--- src/rtl/mbox_out_pkg.sv ---
package mbox_out_pkg;

    typedef enum logic [2:0] {
        ST_IDLE,
        ST_SEND,
        ST_DEFER,
        ST_DROP_FULL,
        ST_DROP_CHAN
    } route_state_e;

    localparam logic [31:0] EMPTY_SLOT_WORD = 32'hFFFF_FFFF;
    localparam logic [7:0]  SUBMIT_FIRST    = 8'hA0;
    localparam logic [7:0]  SUBMIT_LAST     = 8'hAC;
    localparam logic [7:0]  STATUS_OFS      = 8'hB8;
    localparam int          STAT_FULL_BIT   = 31;
    localparam int          STAT_EMPTY_BIT  = 30;

endpackage

--- src/rtl/mbox_out_decode.sv ---
module mbox_out_decode
    import mbox_out_pkg::*;
#(
    parameter int ADDR_W = 12
) (
    input  logic              wr_en,
    input  logic              rd_en,
    input  logic [ADDR_W-1:0] addr,
    output logic              submit,
    output logic              stat_rd
);
    logic [7:0] ofs;
    logic       in_range;
    logic       aligned;

    // Offsets wrap every 256 bytes.
    always_comb begin
        ofs      = addr[7:0];
        in_range = (ofs >= SUBMIT_FIRST) && (ofs <= SUBMIT_LAST);
        aligned  = (ofs[1:0] == 2'b00);
        submit   = wr_en && in_range && aligned;
        stat_rd  = rd_en && (ofs == STATUS_OFS);
    end

endmodule

--- src/rtl/mbox_defer_queue.sv ---
module mbox_defer_queue
    import mbox_out_pkg::*;
#(
    parameter int DEPTH  = 8,
    parameter int DATA_W = 32
) (
    input  logic              clk,
    input  logic              rst_n,
    input  logic              push,
    input  logic [DATA_W-1:0] push_data,
    output logic              full,
    output logic              empty
);
    localparam int CNT_W = $clog2(DEPTH + 1);
    localparam int IDX_W = (DEPTH > 1) ? $clog2(DEPTH) : 1;

    logic [DATA_W-1:0] slot [DEPTH];
    logic [CNT_W-1:0]  count;

    always_ff @(posedge clk) begin
        if (!rst_n) begin
            count <= '0;
            for (int i = 0; i < DEPTH; i++) begin
                slot[i] <= DATA_W'(EMPTY_SLOT_WORD);
            end
        end else if (push && !full) begin
            slot[IDX_W'(count)] <= push_data;
            count               <= count + 1'b1;
        end
    end

    always_comb begin
        full  = (count == CNT_W'(DEPTH));
        empty = (count == '0);
    end

    // The count never exceeds the depth.
    p_count_bound_r5: assert property (@(posedge clk) disable iff (!rst_n)
        count <= CNT_W'(DEPTH));

    // The router never pushes into a full queue.
    p_push_not_full_r5: assert property (@(posedge clk) disable iff (!rst_n)
        push |-> !full);

    // Each accepted push raises the count by one.
    p_push_grows_r4: assert property (@(posedge clk) disable iff (!rst_n)
        push |=> (count == $past(count) + 1'b1));

    // The first unused slot still holds the sentinel.
    p_slot_sentinel_r7: assert property (@(posedge clk) disable iff (!rst_n)
        (count < CNT_W'(DEPTH)) |-> (slot[IDX_W'(count)] == DATA_W'(EMPTY_SLOT_WORD)));

endmodule

--- src/rtl/mbox_route_fsm.sv ---
module mbox_route_fsm
    import mbox_out_pkg::*;
#(
    parameter int NCHAN  = 9,
    parameter int DATA_W = 32
) (
    input  logic                    clk,
    input  logic                    rst_n,
    input  logic                    submit,
    input  logic [DATA_W-1:0]       wdata,
    input  logic [NCHAN-1:0]        ch_busy,
    input  logic                    q_full,
    output logic                    q_push,
    output logic [DATA_W-1:0]       q_word,
    output logic [NCHAN-1:0]        ch_we,
    output logic [NCHAN*DATA_W-1:0] ch_data,
    output logic                    drop_full,
    output logic                    drop_chan
);
    route_state_e state, state_nx;
    logic [3:0]   chan_in;
    logic [3:0]   chan_q;
    logic         chan_ok;
    logic         busy_sel;

    // Decode the channel nibble and the busy bit of the selected channel.
    always_comb begin
        chan_in  = wdata[3:0];
        chan_ok  = (32'(chan_in) < NCHAN);
        busy_sel = 1'b0;
        for (int i = 0; i < NCHAN; i++) begin
            if (32'(chan_in) == i) begin
                busy_sel = ch_busy[i];
            end
        end
    end

    // Next state, by priority: queue full, bad channel, busy, send.
    always_comb begin
        if (!submit) begin
            state_nx = ST_IDLE;
        end else if (q_full) begin
            state_nx = ST_DROP_FULL;
        end else if (!chan_ok) begin
            state_nx = ST_DROP_CHAN;
        end else if (busy_sel) begin
            state_nx = ST_DEFER;
        end else begin
            state_nx = ST_SEND;
        end
    end

    // State register.
    always_ff @(posedge clk) begin
        if (!rst_n) begin
            state  <= ST_IDLE;
            chan_q <= '0;
        end else begin
            state  <= state_nx;
            chan_q <= chan_in;
        end
    end

    // The queue is written on the same edge that enters ST_DEFER.
    always_comb begin
        q_push = (state_nx == ST_DEFER);
        q_word = wdata;
    end

    // Strobes and flags, derived from the current state.
    always_comb begin
        ch_we = '0;
        unique case (state)
            ST_SEND: begin
                for (int i = 0; i < NCHAN; i++) begin
                    ch_we[i] = (32'(chan_q) == i);
                end
            end
            ST_IDLE, ST_DEFER, ST_DROP_FULL, ST_DROP_CHAN: ch_we = '0;
            default: ch_we = '0;
        endcase
    end

    always_ff @(posedge clk) begin
        if (!rst_n) begin
            drop_full <= 1'b0;
            drop_chan <= 1'b0;
        end else begin
            if (state_nx == ST_DROP_FULL) begin
                drop_full <= 1'b1;
            end
            if (state_nx == ST_DROP_CHAN) begin
                drop_chan <= 1'b1;
            end
        end
    end

    // One data register per channel, loaded only on a direct delivery.
    for (genvar c = 0; c < NCHAN; c++) begin : g_chan
        logic [DATA_W-1:0] word_q;
        always_ff @(posedge clk) begin
            if (!rst_n) begin
                word_q <= '0;
            end else if ((state_nx == ST_SEND) && (32'(chan_in) == c)) begin
                word_q <= wdata;
            end
        end
        assign ch_data[c*DATA_W +: DATA_W] = word_q;
    end

    // At most one strobe is high at any time.
    p_strobe_onehot_r3: assert property (@(posedge clk) disable iff (!rst_n)
        $onehot0(ch_we));

    // A full queue drops the word and raises the flag.
    p_full_drops_r5: assert property (@(posedge clk) disable iff (!rst_n)
        (submit && q_full) |=> (drop_full && (ch_we == '0)));

    // A busy target produces no strobe.
    p_busy_no_strobe_r4: assert property (@(posedge clk) disable iff (!rst_n)
        (submit && !q_full && chan_ok && busy_sel) |=> (ch_we == '0));

    // The flags are sticky.
    p_sticky_full_r8: assert property (@(posedge clk) disable iff (!rst_n)
        drop_full |=> drop_full);
    p_sticky_chan_r8: assert property (@(posedge clk) disable iff (!rst_n)
        drop_chan |=> drop_chan);

endmodule

--- src/rtl/mbox_out_dispatch.sv ---
module mbox_out_dispatch
    import mbox_out_pkg::*;
#(
    parameter int ADDR_W = 12,
    parameter int NCHAN  = 9,
    parameter int DEPTH  = 8
) (
    input  logic                clk,
    input  logic                rst_n,
    input  logic                wr_en,
    input  logic                rd_en,
    input  logic [ADDR_W-1:0]   addr,
    input  logic [31:0]         wdata,
    output logic [31:0]         rdata,
    input  logic [NCHAN-1:0]    ch_busy,
    output logic [NCHAN-1:0]    ch_we,
    output logic [NCHAN*32-1:0] ch_data,
    output logic                drop_full_flag,
    output logic                drop_chan_flag
);
    localparam int DATA_W = 32;

    logic              submit;
    logic              stat_rd;
    logic              q_push;
    logic [DATA_W-1:0] q_word;
    logic              q_full;
    logic              q_empty;

    mbox_out_decode #(.ADDR_W(ADDR_W)) u_dec (
        .wr_en   (wr_en),
        .rd_en   (rd_en),
        .addr    (addr),
        .submit  (submit),
        .stat_rd (stat_rd)
    );

    mbox_route_fsm #(.NCHAN(NCHAN), .DATA_W(DATA_W)) u_fsm (
        .clk       (clk),
        .rst_n     (rst_n),
        .submit    (submit),
        .wdata     (wdata),
        .ch_busy   (ch_busy),
        .q_full    (q_full),
        .q_push    (q_push),
        .q_word    (q_word),
        .ch_we     (ch_we),
        .ch_data   (ch_data),
        .drop_full (drop_full_flag),
        .drop_chan (drop_chan_flag)
    );

    mbox_defer_queue #(.DEPTH(DEPTH), .DATA_W(DATA_W)) u_q (
        .clk       (clk),
        .rst_n     (rst_n),
        .push      (q_push),
        .push_data (q_word),
        .full      (q_full),
        .empty     (q_empty)
    );

    // Registered read data: status at its offset, zero elsewhere.
    always_ff @(posedge clk) begin
        if (!rst_n) begin
            rdata <= '0;
        end else if (stat_rd) begin
            rdata                 <= '0;
            rdata[STAT_FULL_BIT]  <= q_full;
            rdata[STAT_EMPTY_BIT] <= q_empty;
        end else begin
            rdata <= '0;
        end
    end

    // Only the two status bits can ever be set.
    p_status_bits_r6: assert property (@(posedge clk) disable iff (!rst_n)
        1'b1 |=> (rdata[29:0] == '0));

    // The queue cannot be full and empty at once.
    p_not_full_and_empty_r6: assert property (@(posedge clk) disable iff (!rst_n)
        !(q_full && q_empty));

endmodule

--- config.mk ---
export PLATFORM = sky130hd
export DESIGN_NAME = mbox_out_dispatch
export DESIGN_NICKNAME = d
export VERILOG_FILES = /design/src/rtl/mbox_out_pkg.sv /design/src/rtl/mbox_out_decode.sv /design/src/rtl/mbox_defer_queue.sv /design/src/rtl/mbox_route_fsm.sv /design/src/rtl/mbox_out_dispatch.sv
export SDC_FILE = /design/constraint.sdc
export NUM_CORES = 1
export LEC_CHECK = 0
export ABC_CLOCK_PERIOD_IN_PS = 6600
export CORE_MARGIN = 10
export CORE_UTILIZATION = 49
export DETAILED_ROUTE_END_ITERATION = 8
export GPL_TIMING_DRIVEN = 0
export PLACE_DENSITY = 0.82
export SYNTH_ARGS = -nofsm -noshare
export SYNTH_HDL_FRONTEND = slang
export SYNTH_SLANG_ARGS = --single-unit
export TNS_END_PERCENT = 10
--- constraint.sdc ---
create_clock -name clk -period 6.6 [get_ports clk]
set_clock_uncertainty 0.05 [all_clocks]
set_input_delay 1.98 -clock clk [delete_from_list [all_inputs] [get_ports clk]]
set_output_delay 1.98 -clock clk [all_outputs]
set_load 0.05 [all_outputs]
; Word-level counts from Yosys, hierarchy flattened
; Cells that the tools add are included.
[totals]
regBits = 333
latch_bits = 0
ram_bits = 0
rom_bits = 0
input_bits = 57
output_inout_bits = 331
wordCells = 77
mem_count = 0
[op_classes]
add_sub_neg = 1
n_mul = 0
div = 0
magnitude_cmp = 3
n_eq_ne = 23
shifts = 0
n_mux = 14
bitwise = 0
n_reduce_logical = 20
[ops]
columns = operator, n
row1 = "equality test 4 x 3 -> 1 bit, second input constant", 8
row2 = "equality test 4 x 2 -> 1 bit, second input constant", 4
row3 = logical AND 1 bit, 14
row4 = "equality test 4 bit, second input constant", 3
row5 = zero test 4 bit, 3
row6 = 2-to-1 mux 1 bit, 9
row7 = 2-to-1 mux 3 bit, 3
row8 = 2-to-1 mux 9 bit, 1
row9 = "equality test 4 x 1 -> 1 bit, second input constant", 2
row10 = "equality test 8 bit, second input constant", 1
row11 = "greater-or-equal comparator 8 bit, second input constant", 1
row12 = "<= comparator 8 bit, second input constant", 1
row13 = "equality test 3 x 1 -> 1 bit, second input constant", 2
row14 = "equality test 3 x 2 -> 1 bit, second input constant", 2
row15 = "adder 4 x 1 -> 4 bit, second input constant", 1
row16 = "less-than comparator 4 bit, second input constant", 1
row17 = "equality test 3 bit, second input constant", 1
row18 = zero test 2 bit, 1
row19 = 2-to-1 mux 2 bit, 1
row20 = AND reduction 2 bit, 1
row21 = zero test 1 bit, 1

; Logic depth before layout (Yosys ltp)
; Gate-level depths: netlist of run 1.
[logic_depth]
depth_word = 16
mapped_depth = 9
depth_no_buf = 7

; Hierarchy
; A second synthesis of run 1 with hierarchy kept.
[hier_totals]
hier_cells = 1245
hier_area_um2 = 11304.6
[by_module_without_submodules]
columns = mod, n_inst, cells_each, area_each_um2, seq_area_each_um2
row1 = mbox_route_fsm, 1, 1179, 10752.8, 5945.7
row2 = mbox_out_dispatch, 1, 35, 281.5, 40.0
row3 = mbox_defer_queue, 1, 24, 215.2, 80.1
row4 = mbox_out_decode, 1, 7, 55.1, 0.0

; Worst setup path after synthesis of run 1
; OpenSTA, ideal clock, no wires.
[synth_timing]
path_kind = register -> output
from = reg u_fsm.state[1]
to = out ch_we[8]
arrival_ns = 1.940
t_required_ns = 4.570
setup_slack_ns = 2.630
stages_incl_launch_ff = 4
path_buffers = 0
cell_sequence = dfxtp_1 > nor2_1 > nand2_1 > nor4_1
[synth_between]
elab_chain_len = 2
[synth_lines]
columns = item, line_no
row1 = from (decl), mbox_route_fsm.sv:20  ; route_state_e state, state_nx;
row2 = from (signal assigned), mbox_route_fsm.sv:59  ; state <= state_nx;
row3 = equality test 3 x 1 -> 1 bit, mbox_route_fsm.sv:73  ; unique case (state)
row4 = 2-to-1 mux 9 bit, mbox_route_fsm.sv:73
row5 = to (decl), mbox_out_dispatch.sv:16  ; output logic [NCHAN-1:0] ch_we,
; No other way between the ends.

; Worst setup path after layout of run 1
[layout_timing]
from = reg u_fsm.state[1]
to = out ch_we[0]
; The elaborated chain is that of the path after synthesis.

==> impl_metrics.env, run 1 <==
export IMPL_fillCellCount=1674
export IMPL_cts_buffers=31
export IMPL_synth_top_family_by_area="multiplexers"
export IMPL_cts_htree_levels=1
export IMPL_drv_cap=0
export IMPL_cts_sinks=303
export IMPL_grt_pass1_vias=9432
export IMPL_setup_viol=0
export IMPL_antenna_cells=0
export IMPL_post_cts_resized=0
export IMPL_placed_cells=1754
export IMPL_first_pass_iters=4
export IMPL_drive_above_1_share_pct=7.80
export IMPL_async_reset_ff_share_pct=0
export IMPL_synth_xor_area_share_pct=0
export IMPL_vdd_drop_max_mv=0.234
export IMPL_critPathArrivalTime_ns=2.44
export IMPL_final_area_mm2=0.0162
export IMPL_synthSimpleGateAreaFrac_pct=14.8
export IMPL_num_io_pins=388
export IMPL_rows=55
export IMPL_hold_class="reg2reg"
export IMPL_slew_violations=0
export IMPL_nets=1561
export IMPL_hpwl_um=29300
export IMPL_clock_root_buffer="clkbuf_16"
export IMPL_path_clk_slew_ns=0.06
export IMPL_fin_tns_setup_ns=0
export IMPL_powerDensity_mw_per_mm2=235
export IMPL_synth_edff_count=0
export IMPL_crit_start="u_fsm.state[1]"
export IMPL_fp_dieW_um=171
export IMPL_start_util_pct=49.5
export IMPL_worst_pin_slew_ns=0.832
export IMPL_synth_ff_latch_count=303
export IMPL_crit_path_cell_trace="nor2_1 > nand2_1 > or3_1 > nor3_1 > clkdlybuf4s50_1"
export IMPL_r2r_start="u_q.count[0]"
export IMPL_worst_slack_ns=2.13
export IMPL_area_growth_synth_to_final_pct=45.2
export IMPL_drc=0
export IMPL_finalHoldViolCount=0
export IMPL_min_period_ns=4.47
export IMPL_die_area_mm2=0.0291
export IMPL_antenna_found_initial=0
export IMPL_hold_buffers=0
export IMPL_multiInputGateArea_mm2=0.00455
export IMPL_yosys_area_top_type_share_pct=54.5
export IMPL_crit_slowest_cell="clkdlybuf4s50_1"
export IMPL_synth_commonest_cells="303 x dfxtp_1, 292 x nand2_1, 257 x mux2i_1"
export IMPL_io_buffers=352
export IMPL_yosys_warnings=0
export IMPL_place_congestion=0.825
export IMPL_track_usage_pct=25.6
export IMPL_cpPeakStageDelay_ns=0.85
export IMPL_vias=9236
export IMPL_preCtsSetupSlack_ns=1.92
export IMPL_netlist_top_cells_area="dfxtp_1 55%, mux2i_1 23%, nand2_1 9.8%, buf_4 2.6%, and3_1 1.3%"
export IMPL_synth_fa_ha_area_share_pct=0.225
export IMPL_final_cells=1811
export IMPL_slew_headroom_pct=44.5
export IMPL_crit_path_start_kind="flip-flop"
export IMPL_ant_nets=0
export IMPL_tritoncts="yes"
export IMPL_die_y_um=171
export IMPL_cts_setup_buffers=0
export IMPL_overflow=0
export IMPL_vias_per_cell=5.10
export IMPL_clk_path_buf_depth=3
export IMPL_timing_final_crit_share_pct=67.7
export IMPL_synth_compound_area_share_pct=1.69
export IMPL_path_buf_inv=1
export IMPL_worstSetupPathType="reg2out"
export IMPL_seq_area_frac_synth_pct=54.5
export IMPL_grt_max_degree=15
export IMPL_crit_family="buffers and inverters"
export IMPL_r2r_slack_ns=4.08
export IMPL_synth_avg_cell_area_um2=10.2
export IMPL_endpoint_kind="output pin"
export IMPL_synth_ff_type="dfxtp_1"
export IMPL_p_leak_uw=0.00767
export IMPL_coreArea_mm2=0.0225
export IMPL_grt_pass1_wl_um=57500
export IMPL_wl_per_cell_um=21.6
export IMPL_worstPathMaxFanout=4
export IMPL_syn_area_mm2=0.0111
export IMPL_crit_required_ns=4.57
export IMPL_hp_start="u_fsm.g_chan[5].word_q[2]"
export IMPL_ys_types=39
export IMPL_synth_top_area_cell="dfxtp_1"
export IMPL_synth_most_common_cell="dfxtp_1"
export IMPL_outcome="complete, no violations"
export IMPL_first_iter_violations=461
export IMPL_placed_cell_area_mm2=0.0151
export IMPL_synth_mux_area_share_pct=23.1
export IMPL_synth_cells=1088
export IMPL_rsz0062_at_grt="false"
export IMPL_regArea_mm2=0.00607
export IMPL_fmax_ghz=0.224
export IMPL_wirelength_um=39200
export IMPL_clkLatencyLatePin_ns=0.55
cell families (layout without fill, tap and decap cells):
family | Yosys count | in the layout
compound gates | 27 | 27
simple gates | 378 | 378
other cells | 1 | 30
flops | 303 | 303
fa+ha+maj | 2 | 2
mux | 257 | 257
buf+inv | 120 | 529
path summary, 6_finish.rpt:
check                               to  cells after the start
min          u_fsm.g_chan[5].word_q[2]                      2
max                           ch_we[0]                      5
max reg2reg  u_fsm.g_chan[1].word_q[3]                      8
min reg2reg  u_fsm.g_chan[5].word_q[2]                      2
flip-flops by register name (all words and copies together) (netlist names):
name,flops
u_fsm.g_chan.word_q,288
u_fsm.drop_chan,1
u_fsm.chan_q,4
u_fsm.drop_full,1
u_q.count,4
u_fsm.state,3
rdata,2
layout make-up:
type / count / area share (%)
repair buffers: 352 / 21.8
clock inverters: 8 / 0.596
well taps: 285 / 2.21
inverters: 18 / 0.418
clock buffers: 49 / 5.84
flip-flops and latches: 303 / 37.5
multi-input cells: 694 / 28.1
plain buffers: 102 / 3.45
stage by stage:
step / power, uW / hold slack (ns) / utilization, %
finish: 3790 / 0.392 / 71.8
global route: 3890 / 0.412 / 71.8
CTS: 3800 / 0.393 / 71.8
detailed placement: 2060 / 0.384 / 67.2
global placement: 2060 / 0.382 / 67.2
floorplan: 1990 / 0.401 / -
layout by cell type (no fill, tap or decap), types with 2 or more instances in the layout:
cell	n
and2_1	4
nor3_1	6
inv_1	18
clkbuf_1	46
clkbuf_16	31
nor2_1	10
mux2i_1	257
bufinv_16	2
nor2b_1	3
nor4b_1	2
nand3_2	5
nor4_1	6
buf_2	25
nand4_1	6
nand2_1	292
clkdlybuf4s50_1	352
clkinv_2	4
clkbuf_8	10
nand3b_1	2
buf_4	38
ha_1	2
nand3_1	2
dfxtp_1	303
a21oi_1	6
a21boi_0	5
conb_1	30
a21boi_1	8
and3_1	24
nand2b_1	10
worst register-to-register path: stages, from the launching register on:
cell	delay (ns)
dfxtp_1	0.37
inv_1	0.08
ha_1	0.24
nand3b_1	0.19
nand4_1	0.30
nor4_1	0.25
nand3_1	0.32
buf_2	0.38
and3_1	0.24
where the power goes:
part           switching, uW  internal [uW]
Clock                    712           1050
Combinational            134           58.7
Sequential              1.59           1830
Total                    848           2940
metal layers:
metal / GRT usage [%] / part of all wire (%)
met2: 44.9 / 49
met3: 8.78 / 9.3
met1: 28.6 / 39
met4: 8.05 / 3.1
met5: 0 / 0
No activity file was read; power rests on OpenSTA's default activity.
==> inputs of run 2 (changes only) <==
- ABC_CLOCK_PERIOD_IN_PS: 6600 -> 4200
- CORE_UTILIZATION: 49 -> 45
- PLACE_DENSITY: 0.82 -> 0.76
- clock period: 6.6 -> 4.2 ns (I/O delays scaled with it)
==> impl_metrics.env, run 2 (synthesized netlist as in run 1, its figures left out) <==
export IMPL_outcome="complete, no violations"
export IMPL_crit_family="buffers and inverters"
export IMPL_fmax_ghz=0.268
export IMPL_final_common_cell="clkdlybuf4s50_1"
export IMPL_cts_htree_levels=1
export IMPL_r2r_start="u_q.count[0]"
export IMPL_first_iter_violations=342
export IMPL_num_io_pins=388
export IMPL_path_buf_inv=1
export IMPL_critPathArrivalTime_ns=2.42
export IMPL_ant_nets=0
export IMPL_worstSetupPathType="reg2out"
export IMPL_hold_buffers=0
export IMPL_regMostFlops="u_fsm.g_chan.word_q"
export IMPL_reg2reg_depth=8
export IMPL_reg_top3="u_fsm.g_chan.word_q (288), u_fsm.chan_q (4), u_q.count (4)"
export IMPL_clock_root_buffer="clkbuf_16"
export IMPL_p_leak_uw=0.00768
export IMPL_final_cells=1850
export IMPL_rsz0062_at_grt="false"
export IMPL_crit_slowest_cell="clkdlybuf4s50_1"
export IMPL_timing_final_crit_share_pct=88.7
export IMPL_cts_setup_buffers=0
export IMPL_crit_required_ns=2.89
export IMPL_antenna_found_initial=2
export IMPL_finalHoldViolCount=0
export IMPL_die_area_mm2=0.0314
export IMPL_grt_max_degree=15
export IMPL_first_pass_iters=5
export IMPL_setup_viol=0
export IMPL_clkLatencyLatePin_ns=0.55
export IMPL_largest_reg_flops=288
export IMPL_grt_pass1_wl_um=57000
export IMPL_fin_util_pct=66.7
export IMPL_coreArea_mm2=0.0243
export IMPL_slew_headroom_pct=40.7
export IMPL_vias_per_cell=4.92
export IMPL_drv_cap=0
export IMPL_powerDensity_mw_per_mm2=370
export IMPL_worstPathMaxFanout=4
export IMPL_tritoncts="yes"
export IMPL_min_to="u_fsm.g_chan[3].word_q[0]"
export IMPL_drc=0
export IMPL_wirelength_um=39500
export IMPL_min_period_ns=3.73
export IMPL_slew_violations=0
export IMPL_drive_above_1_share_pct=7.87
export IMPL_hp_start="u_fsm.g_chan[3].word_q[0]"
export IMPL_post_cts_resized=0
export IMPL_crit_path_start_kind="flip-flop"
export IMPL_r2r_slack_ns=1.66
export IMPL_vdd_drop_max_mv=0.363
export IMPL_hpwl_um=29200
export IMPL_overflow=0
export IMPL_cts_sinks=303
export IMPL_place_congestion=0.815
export IMPL_hold_class="reg2reg"
export IMPL_endpoint_kind="output pin"
export IMPL_io_buffers=352
export IMPL_layout_common_cells="352 x clkdlybuf4s50_1, 303 x dfxtp_1, 292 x nand2_1"
export IMPL_vias=9109
export IMPL_fin_tns_setup_ns=0
export IMPL_min_path_cells=2
export IMPL_area_growth_synth_to_final_pct=45.7
export IMPL_holdWs_ns=0.393
export IMPL_placed_cells=1793
export IMPL_cts_buffers=31
export IMPL_path_clk_slew_ns=0.06
export IMPL_grt_pass1_vias=9129
export IMPL_worst_pin_slew_ns=0.890
export IMPL_wl_per_cell_um=21.3
export IMPL_reg2reg_to="u_fsm.g_chan[1].word_q[3]"
export IMPL_cpPeakStageDelay_ns=0.84
export IMPL_clk_path_buf_depth=3
export IMPL_crit_path_cell_trace="nor2_1 > nand2_1 > or3_1 > nor3_1 > clkdlybuf4s50_1"
export IMPL_rows=57
export IMPL_die_y_um=177
export IMPL_start_util_pct=45.8
export IMPL_nets=1561
export IMPL_fp_dieW_um=177
export IMPL_track_usage_pct=23.7
==> run 2: cell types whose count changed in the layout (fill, tap and decap cells not counted) <==
| cell | before | now |
|---|---|---|
| clkbuf_8 | 10 | 6 |
| clkbuf_1 | 46 | 44 |
| bufinv_16 | 2 | 4 |
| clkinv_2 | 4 | 9 |
| clkinvlp_4 | 1 | 0 |
| diode_2 | 0 | 1 |
| inv_6 | 1 | 0 |
==> run 2: through the flow <==
step / cell area [um2] / setup WS, ns / power [uW]
global placement: 15200 / 0.242 / 3240
finish: 16200 / 0.474 / 6000
CTS: 16200 / 0.449 / 6040
detailed placement: 15200 / 0.192 / 3250
global route: 16200 / 0.362 / 6180
floorplan: 11200 / 0.950 / 3130
==> run 2: power breakdown <==
part	internal, uW	switching [uW]
Clock	1700	1120
Combinational	92.2	213
Sequential	2880	2.55
==> run 2: metal layers <==
layer  track usage, %  wire [um]  vias to the layer above
met3             8.56       3580                       57
met1             26.7      15700                     4354
met2             41.6      19200                      317
li1                 -          -                     4381
met4             6.18       1030                        0
met5                0          0                        -
==> run 2: worst max-delay path by stage <==
| stage | start | endpoint | cells after the start | slack (ns) |
|---|---|---|---|---|
| after floorplan | u_fsm.state[1] | ch_we[8] | 3 | 0.95 |
| after global placement | wdata[0] | u_fsm.g_chan[7].word_q[9] | 8 | 0.24 |
| after detailed placement | wdata[0] | u_fsm.g_chan[7].word_q[12] | 8 | 0.19 |
| after CTS | u_fsm.state[1] | ch_we[0] | 5 | 0.45 |
| after global routing | u_fsm.state[1] | ch_we[0] | 5 | 0.36 |
| final | u_fsm.state[1] | ch_we[0] | 5 | 0.47 |
==> run 2: layout make-up <==
type                            count  area (um2)
Tap cell                          324         405
Sequential cell                   303        6070
Buffer                            102         557
Clock inverter                     13         165
Timing Repair Buffer              352        3520
Clock buffer                       43         881
Fill cell                        1964        8110
Inverter                           18        67.6
Antenna cell                        1        2.50
Multi-Input combinational cell    694        4550
==> run 2: worst min-delay path: stages, from the launching register on <==
cell	delay, ns
dfxtp_1	0.30
inv_1	0.04
a21boi_1	0.05
